<file path="config.mk">
export PLATFORM = sky130hd
export DESIGN_NAME = scr_stack_ctrl
export DESIGN_NICKNAME = d
export VERILOG_FILES = /design/src/rtl/scr_pkg.sv /design/src/rtl/scr_decode.sv /design/src/rtl/scr_sp_unit.sv /design/src/rtl/scr_seq.sv /design/src/rtl/scr_stack_ctrl.sv
export SDC_FILE = /design/constraint.sdc
export NUM_CORES = 1
export LEC_CHECK = 0
export ABC_CLOCK_PERIOD_IN_PS = 2700
export BUFFER_PORTS_ARGS = -buffer_cell sky130_fd_sc_hd__buf_2
export CAP_MARGIN = 20
export CORE_UTILIZATION = 48
export CTS_CLUSTER_DIAMETER = 100
export DETAILED_ROUTE_END_ITERATION = 6
export PLACE_DENSITY = 0.8
export SYNTH_ARGS = -nofsm -noshare
export SYNTH_HDL_FRONTEND = slang
export SYNTH_HIERARCHICAL = 1
export SYNTH_SLANG_ARGS = --single-unit
</file>
<file path="constraint.sdc">
create_clock -name clk -period 2.7 [get_ports clk]
set_input_delay 0.54 -clock clk [delete_from_list [all_inputs] [get_ports clk]]
set_output_delay 0.54 -clock clk [all_outputs]
set_load 0.01 [all_outputs]
</file>
<file path="src/rtl/scr_pkg.sv">
// Shared types for the stack call return controller.
// Assumes a two-bit operation class and a three-bit extension field.
package scr_pkg;

    typedef enum logic [1:0] {
        OP_PUSH = 2'b00,
        OP_POP  = 2'b01,
        OP_FLOW = 2'b10,
        OP_RSVD = 2'b11
    } op_e;

    typedef enum logic [2:0] {
        ACT_PUSH,
        ACT_POP,
        ACT_RET,
        ACT_JMP,
        ACT_CALL,
        ACT_NONE
    } act_e;

    typedef enum logic [2:0] {
        ST_IDLE,
        ST_STORE,
        ST_BUMP,
        ST_FETCH,
        ST_LOAD,
        ST_JUMP
    } state_e;

    typedef enum logic [1:0] {
        SPOP_HOLD,
        SPOP_DEC,
        SPOP_BUMP
    } sp_op_e;

endpackage

</file>
<file path="src/rtl/scr_decode.sv">
// Command decoder: maps operation class and extension bits to one action.
// Purely combinational; assumes the flow-group bit meanings of the brief.
module scr_decode
    import scr_pkg::*;
(
    input  op_e        op,
    input  logic [2:0] ext,
    output act_e       act
);

    // Pick the action from the class, then from the extension bits in the flow group
    always_comb begin
        case (op)
            OP_PUSH: act = ACT_PUSH;
            OP_POP:  act = ACT_POP;
            OP_FLOW: begin
                if (!ext[0])      act = ACT_RET;
                else if (!ext[1]) act = ACT_JMP;
                else              act = ACT_CALL;
            end
            default: act = ACT_NONE;
        endcase
    end

endmodule

</file>
<file path="src/rtl/scr_sp_unit.sv">
// Stack pointer register with hold, decrement and bump-by-count+1 operations.
// Arithmetic wraps modulo 2^DW; it produces no status of any kind.
module scr_sp_unit
    import scr_pkg::*;
#(
    parameter int          DW      = 32,
    parameter int          RAW     = 5,
    parameter logic [DW-1:0] SP_INIT = '0
) (
    input  logic           clk,
    input  logic           rst_n,
    input  sp_op_e         op,
    input  logic [RAW-1:0] cnt,
    output logic [DW-1:0]  sp
);

    localparam logic [DW-1:0] ONE = DW'(1);

    // Update the pointer according to the requested operation
    always_ff @(posedge clk) begin
        if (!rst_n) begin
            sp <= SP_INIT;
        end else begin
            case (op)
                SPOP_DEC:  sp <= sp - ONE;
                SPOP_BUMP: sp <= sp + DW'(cnt) + ONE;
                default:   sp <= sp;
            endcase
        end
    end

endmodule

</file>
<file path="src/rtl/scr_seq.sv">
// Command sequencer: one state per memory or register step, done pulse at the end.
// Assumes 'start' is only raised while the sequencer is in ST_IDLE.
module scr_seq
    import scr_pkg::*;
(
    input  logic   clk,
    input  logic   rst_n,
    input  logic   start,
    input  act_e   act_d,
    output state_e state,
    output logic   done
);

    state_e nxt;

    // Next-state selection
    always_comb begin
        nxt = state;
        case (state)
            ST_IDLE: begin
                if (start) begin
                    case (act_d)
                        ACT_PUSH, ACT_CALL: nxt = ST_STORE;
                        ACT_POP,  ACT_RET:  nxt = ST_BUMP;
                        default:            nxt = ST_JUMP;
                    endcase
                end
            end
            ST_BUMP:  nxt = ST_FETCH;
            ST_FETCH: nxt = ST_LOAD;
            default:  nxt = ST_IDLE;
        endcase
    end

    // State register and completion pulse
    always_ff @(posedge clk) begin
        if (!rst_n) begin
            state <= ST_IDLE;
            done  <= 1'b0;
        end else begin
            state <= nxt;
            done  <= (state == ST_STORE) || (state == ST_LOAD) || (state == ST_JUMP);
        end
    end

endmodule

</file>
<file path="src/rtl/scr_stack_ctrl.sv">
// Stack call return controller top.
// Executes push, pop, call, return and jump on a descending, word-addressed
// stack. Stores go to SP and then SP decrements; loads are preceded by an SP
// increment. Assumes combinational register-file reads, a single memory port
// with one-cycle read latency, and a pc that already points past the command.
module scr_stack_ctrl
    import scr_pkg::*;
#(
    parameter int            DW      = 32,
    parameter int            RAW     = 5,
    parameter logic [DW-1:0] SP_INIT = 32'h0000_00FF,
    parameter logic [DW-1:0] PC_INIT = 32'h0000_0010
) (
    input  logic           clk,
    input  logic           rst_n,
    input  logic           cmd_valid,
    input  logic [1:0]     cmd_op,
    input  logic [2:0]     cmd_ext,
    input  logic [RAW-1:0] cmd_field,
    input  logic [DW-1:0]  cmd_imm,
    output logic           busy,
    output logic           done,
    output logic [RAW-1:0] rf_raddr,
    input  logic [DW-1:0]  rf_rdata,
    output logic           rf_we,
    output logic [RAW-1:0] rf_waddr,
    output logic [DW-1:0]  rf_wdata,
    output logic           mem_req,
    output logic           mem_we,
    output logic [DW-1:0]  mem_addr,
    output logic [DW-1:0]  mem_wdata,
    input  logic [DW-1:0]  mem_rdata,
    output logic [DW-1:0]  sp,
    output logic [DW-1:0]  pc
);

    localparam logic [DW-1:0] ONE = DW'(1);

    act_e           act_d;
    act_e           act_q;
    state_e         state;
    sp_op_e         sp_op;
    logic           start;
    logic           inline_q;
    logic           regsel_q;
    logic [RAW-1:0] field_q;
    logic [DW-1:0]  imm_q;
    logic [DW-1:0]  reg_q;
    logic [DW-1:0]  target;
    logic [RAW-1:0] bump_cnt;

    scr_decode u_dec (
        .op  (op_e'(cmd_op)),
        .ext (cmd_ext),
        .act (act_d)
    );

    scr_seq u_seq (
        .clk   (clk),
        .rst_n (rst_n),
        .start (start),
        .act_d (act_d),
        .state (state),
        .done  (done)
    );

    scr_sp_unit #(
        .DW      (DW),
        .RAW     (RAW),
        .SP_INIT (SP_INIT)
    ) u_sp (
        .clk   (clk),
        .rst_n (rst_n),
        .op    (sp_op),
        .cnt   (bump_cnt),
        .sp    (sp)
    );

    assign busy     = (state != ST_IDLE);
    assign start    = cmd_valid && !busy;
    assign rf_raddr = cmd_field;

    // Capture the command and its operands when accepted
    always_ff @(posedge clk) begin
        if (!rst_n) begin
            act_q    <= ACT_NONE;
            inline_q <= 1'b0;
            regsel_q <= 1'b0;
            field_q  <= '0;
            imm_q    <= '0;
            reg_q    <= '0;
        end else if (start) begin
            act_q    <= act_d;
            inline_q <= cmd_ext[0];
            regsel_q <= cmd_ext[2];
            field_q  <= cmd_field;
            imm_q    <= cmd_imm;
            reg_q    <= rf_rdata;
        end
    end

    // Jump and call target: register copy or in-line word
    assign target = regsel_q ? reg_q : imm_q;

    // Memory port, stack pointer control and register write-back per state
    always_comb begin
        mem_req   = (state == ST_STORE) || (state == ST_FETCH);
        mem_we    = (state == ST_STORE);
        mem_addr  = sp;
        mem_wdata = '0;
        if (act_q == ACT_PUSH) begin
            mem_wdata = inline_q ? imm_q : reg_q;
        end else if (act_q == ACT_CALL) begin
            mem_wdata = regsel_q ? pc : pc + ONE;
        end
        case (state)
            ST_STORE: sp_op = SPOP_DEC;
            ST_BUMP:  sp_op = SPOP_BUMP;
            default:  sp_op = SPOP_HOLD;
        endcase
        bump_cnt = (act_q == ACT_RET) ? field_q : '0;
        rf_we    = (state == ST_LOAD) && (act_q == ACT_POP);
        rf_waddr = field_q;
        rf_wdata = mem_rdata;
    end

    // Program counter updates
    always_ff @(posedge clk) begin
        if (!rst_n) begin
            pc <= PC_INIT;
        end else begin
            case (state)
                ST_STORE: begin
                    if (act_q == ACT_CALL)  pc <= target;
                    else if (inline_q)      pc <= pc + ONE;
                end
                ST_JUMP: begin
                    if (act_q == ACT_JMP)   pc <= target;
                end
                ST_LOAD: begin
                    if (act_q == ACT_RET)   pc <= mem_rdata;
                end
                default: pc <= pc;
            endcase
        end
    end

endmodule

</file>
Word level (Yosys, flattened, before mapping):

Cells that the tools add are included.

* equality and inequality tests: 20
* add/sub/neg operators: 4
* reduce and logical (&&, ||, !) cells: 16
* muxes and demuxes: 19

Operators with widths (count)
* 2-to-1 mux 32 bit: 9
* case mux 32 bit (3 select lines): 1
* adder 32 x 1 -> 32 bit, second input constant: 2
* case mux 32 bit (2 select lines): 1
* adder 32 x 5 -> 32 bit: 1
* subtractor 32 x 1 -> 32 bit, second input constant: 1
* case mux 3 bit (3 select lines): 2
* == test 3 x 2 -> 1 bit, second input constant: 5
* == test 3 bit, second input constant: 4
* == test 3 x 1 -> 1 bit, second input constant: 3
* logical NOT 3 bit: 3
* 2-to-1 mux 3 bit: 3
* inequality test 2 bit, second input constant: 3
* case mux 3 bit (2 select lines): 1
* nonzero test 3 bit: 2
* 2-to-1 mux 5 bit: 1
* == test 2 x 1 -> 1 bit, second input constant: 2
* == test 2 bit, second input constant: 2
* case mux 2 bit (2 select lines): 1
* AND reduction 4 bit: 1
* OR reduction 2 bit: 2
* logical OR 1 bit: 3
* inequality test 3 x 1 -> 1 bit, second input constant: 1
* logical AND 1 bit: 2
* other kinds (3): 3

* output and inout port bits: 175
* input bits: 109
* register bits after elaboration: 142
* word-level logic and storage cells: 69

Depth between registers and ports, before layout:

* word-level depth: 8
* depth in mapped cells: 12

Modules after synthesis:

Netlist, hierarchy kept.

By module, submodules not included
* scr_stack_ctrl: seq. area each 2122.0 um^2, area an instance 6916.6 um^2, cells an instance 894, times used 1
* scr_sp_unit: seq. area each 640.6 um^2, area an instance 2377.3 um^2, cells an instance 313, times used 1
* scr_seq: seq. area each 80.1 um^2, area an instance 162.7 um^2, cells an instance 18, times used 1
* scr_decode: seq. area each 0.0 um^2, area an instance 33.8 um^2, cells an instance 5, times used 1

Least setup slack after synthesis:

Ideal clock, no wire load.

* path kind: register -> register
* start point: reg u_seq.state[0]
* end point: reg u_sp.sp[29]
* slack: -0.286 ns
* library setup time: 0.070 ns
* stages on the path, launching flop included: 12
* arrival: 2.916 ns
* period minus slack after synthesis: 2.986 ns
* cell sequence: dfxtp_1 > buf_2 > nor3b_1 > inv_1 > ha_1 > clkbuf_1 > or4_1 > or3_1 > nor3_1 > a41oi_1 > or3_1 > a21boi_1

* longest elaborated chain between the ends: 4
* elaborated cells between the ends (all ways): 7
* classes of those cells: 4 x eq/ne; 2 x mux; 1 x reduce/logical

RTL lines
* start: declaration: RTL line scr_seq.sv:10 `output state_e state,`
* start signal: assignment: RTL line scr_seq.sv:41 `state <= nxt;`
* == test 3 x 1 -> 1 bit *
* net mem_we: RTL line scr_stack_ctrl.sv:29 `output logic mem_we,`
* case mux 2 bit (2 select lines) *: RTL line scr_stack_ctrl.sv:116 `case (state)`
* == test 2 bit or == test 2 x 1 -> 1 bit (tied branches): RTL line scr_sp_unit.sv:24 `case (op)`
* case mux 32 bit (2 select lines) or nonzero test 2 bit (tied branches)
* end signal: assignment: RTL line scr_sp_unit.sv:25 `SPOP_DEC: sp <= sp - ONE;`
* end signal: assignment: RTL line scr_sp_unit.sv:26 `SPOP_BUMP: sp <= sp + DW'(cnt) + ONE;`
* end signal: assignment: RTL line scr_sp_unit.sv:27 `default: sp <= sp;`
* end: declaration: RTL line scr_sp_unit.sv:14 `output logic [DW-1:0] sp`

The timed path passes the listed nets; every way through them passes the cells marked *.
A chain may end at the register's enable or synchronous reset.

Worst setup path after layout:

* start point: reg pc[0]
* end point: out mem_wdata[27]

* longest elaborated chain between the ends: 4

RTL lines
* start: declaration: RTL line scr_stack_ctrl.sv:34 `output logic [DW-1:0] pc`
* start signal: assignment: RTL line scr_stack_ctrl.sv:134 `if (act_q == ACT_CALL) pc <= target;`
* start signal: assignment: RTL line scr_stack_ctrl.sv:135 `else if (inline_q) pc <= pc + ONE;`
* start signal: assignment: RTL line scr_stack_ctrl.sv:138 `if (act_q == ACT_JMP) pc <= target;`
* adder 32 x 1 -> 32 bit: RTL line scr_stack_ctrl.sv:114 `mem_wdata = regsel_q ? pc : pc + ONE;`
* 2-to-1 mux 32 bit: RTL line scr_stack_ctrl.sv:114
* 2-to-1 mux 32 bit: RTL line scr_stack_ctrl.sv:113 `end else if (act_q == ACT_CALL) begin`
* 2-to-1 mux 32 bit: RTL line scr_stack_ctrl.sv:111 `if (act_q == ACT_PUSH) begin`
* end: declaration: RTL line scr_stack_ctrl.sv:31 `output logic [DW-1:0] mem_wdata,`

No other way between the ends.

==> flow_summary.toml <==
[final_layout]
layout_commonest_cell = "buf_2"
drive_above_1_share_pct = 34.3
fin_nets = 1574
antenna_cells = 0
layout_common_cells = "buf_2 (283), nand2_1 (212), dfxtp_1 (125), a21oi_1 (109), buf_4 (82)"
finalInstanceArea_mm2 = 0.0120
n_fill_cell = 1716
area_growth_pct = 26.7
instances_no_fill = 1734
utilization_pct = 62.0

[critical_path]
crit_buf_inv = 1
max_stage_delay_ns = 0.42
r2r_start = "act_q[1]$_SDFFE_PN0P_"
arrival_ns = 2.28
cp.required_ns = 2.16
startpoint_type = "flip-flop"
critical_path_cell_count = 6
path_max_fanout = 5
cp-startpoint = "pc[0]$_SDFFE_PN0P_"
crit_slowest_cell = "or4_4"
reg2reg_depth = 14
path_delay_family = "simple AND/OR/NAND/NOR gates"
path_class = "reg2out"
crit_path_end_kind = "primary output"
cp_cell_sequence = "and4_4 -> nand4_4 -> or3_4 -> or4_4 -> o211ai_1 -> buf_2"

[clock_tree]
cts_buffers = 17
cts_tree = "done"
clockBufferDepth = 2
clk_pin_slew_worst_paths_ns = 0.08
clk_latency_ns = 0.44
htreeDepth = 4
cts_hold_buf = 0
cts_root_buf = "clkbuf_16"
cts_num_sinks = 142

[drt]
drt-vias-per-instance = 6.12
dr.first_iter.drc_count = 1325
drcViolationCount = 2
final_antenna_net_count = 0
dr.pass1.iters = 7
wl_per_cell_um = 20.0
num_vias = 10600
routed_wl_um = 34700

[hold_path]
hold_path_class = "in2reg"
hold_path_depth = 3
min_from = "cmd_imm[18]"

[power]
powerDensity_mw_per_mm2 = 501
p_leak_nw = 5.08
irDropWorstVdd_v = 0.000510
netSwitchingPower_mw = 2.00
power_mw = 6.03
share_comb_of_total_power_pct = 21.2
swShare_pct = 33.2
p_int_mw = 4.02
p_clk_share_pct = 40.1
seq_power_share_pct = 38.7

[global_route]
grt_pass1_vias = 9311
grt_pass1_wl_um = 51400
grt_max_degree = 78
grt_use_total_pct = 32.7
antenna_found_initial = 1
grt_overflow = 0

[synth]
synth_area_leaders = "dfxtp_1 (30%), nand2_1 (8.5%), buf_4 (5.9%)"
synth_cell_types = 79
synth_fp_nets = 1348
synth_edf_count = 0
synth_warnings = 6
syn_area_mm2 = 0.00949
synth-main-ff-cell = "dfxtp_1"
synthCells = 1230
ys_seq_area_share_pct = 30.0
async_flop_share_pct = 0
synth-seq-cells = 142
yosysTopAreaCellShare_pct = 30.0
synth_area_leader_cell = "dfxtp_1"
avgSynthCellArea_um2 = 7.72

[floorplan]
die_x_um = 143
die_area_mm2 = 0.0203
pin_count = 284
die_y_um = 143
core_area_mm2 = 0.0194
start_util_pct = 48.9
rows = 51

[outcome]
status = "finished, violations left"
violations = "DRC, setup timing"

[timing]
layout_setup_ws_ns = -0.118
period_minus_slack_ns = 2.82
fin_worst_skew_ns = 0.0146
hold_violations = 0
drv_slew = 0
worst_slew_pin_slew_ns = 0.746
setup_viol = 11
max-slew-margin-rel_pct = 50.3
whs_ns = 0.330
post-route-period-util_pct = 104
rsz0062_at_grt = "true"
fmax_ghz = 0.355

[place]
io_buffers = 283
hpwl_um = 24100
dpl_cell_area_mm2 = 0.0109
dp_cells = 1684
gp_congestion = 0.926

[run]
maxCapViolCount = 0
[per-layer routing]
layer | track usage (%) | up-vias | routed length (um)
li1 | - | 4822 | -
met1 | 46.2 | 4998 | 14800
met2 | 48.4 | 697 | 15200
met3 | 7.08 | 97 | 3500
met4 | 12.5 | 2 | 1190
met5 | 0 | - | 13
[tightest hold or removal path: cells and delay by family]
family / cells / cell delay [ns]
buffers and inverters: 1 / 0.09
AND/OR/NAND/NOR: 1 / 0.04
AO/OA/AOI/OAI: 1 / 0.05
[flip-flops by register name (all words and copies together) (netlist names)]
| signal | flops |
|---|---|
| u_seq/state | 3 |
| u_seq/done | 1 |
| u_sp/sp | 32 |
| reg_q | 32 |
| inline_q | 1 |
| regsel_q | 1 |
| imm_q | 32 |
| pc | 32 |
| act_q | 3 |
| rf_waddr | 5 |
[per-stage QoR]
stage / setup TNS (ns) / setup WS [ns]
after floorplan: 0 / 0.0289
after global placement: 0 / 0.198
after detailed placement: 0 / 0.123
after CTS: -0.351 / -0.0672
after global routing: -1.56 / -0.159
final: -0.551 / -0.118
[path summary, 6_finish.rpt]
kind | slack [ns] | endpoint
worst max-delay path | -0.12 | mem_wdata[27]
worst min-delay path | 0.33 | imm_q[18]$_SDFFE_PN0P_
worst max register to register | 0.11 | u_sp/sp[20]$_SDFFE_PN0P_
worst min register to register | 0.47 | imm_q[21]$_SDFFE_PN0P_
[power by group through the flow]
stage | clock network (mW) | logic, mW | registers, mW
global placement | 0 | 1.21 | 2.37
floorplan | 0 | 0.814 | 2.35
finish | 2.41 | 1.28 | 2.33
CTS | 2.43 | 1.24 | 2.33
global route | 2.52 | 1.38 | 2.35
detailed placement | 0 | 1.23 | 2.37
[area by class of cell]
cell class / instances / area, um2 / share of cell area [%]
inverter: 14 / 52.6 / 0.437
timing repair buffer: 375 / 2230 / 18.6
clock inverter: 15 / 169 / 1.41
clock buffer: 17 / 425 / 3.54
multi-input combinational: 906 / 5930 / 49.4
sequential: 142 / 2870 / 23.9
tap: 265 / 332 / 2.76
[cells by family after synthesis]
kind of cell / synth area share [%]
and+or+nand+nor: 24.9
AOI/OAI and AO/OA: 20.6
buffers and inverters: 10.5
DFF: 30.0
muxes: 7.91
xor gates and xnor gates: 4.89
adders and majority gates: 1.27
[synthesized netlist by cell type, drive strengths merged (8+ instances only)]
library cell,instances
nor2,40
or3,14
xnor2,36
ha,8
nor3,40
dfxtp,142
nand4,12
a21oi,111
clkbuf,68
nand3,29
and2,28
o21ai,41
a32o,11
a221oi,8
xor2,17
o22ai,38
a22oi,14
and3,20
nor4,23
mux2,24
mux2i,48
o211ai,15
nand2,214
inv,14
buf,101
[repair_timing]
item | CTS | global route
gates resized for setup | 40 | 34
pin swaps | 12 | 18
cloned | 1 | 2
buffers inserted | 5 | 10
setup endpoints to repair | 20 | 32
Note: power is estimated with default switching activity, not from simulation.
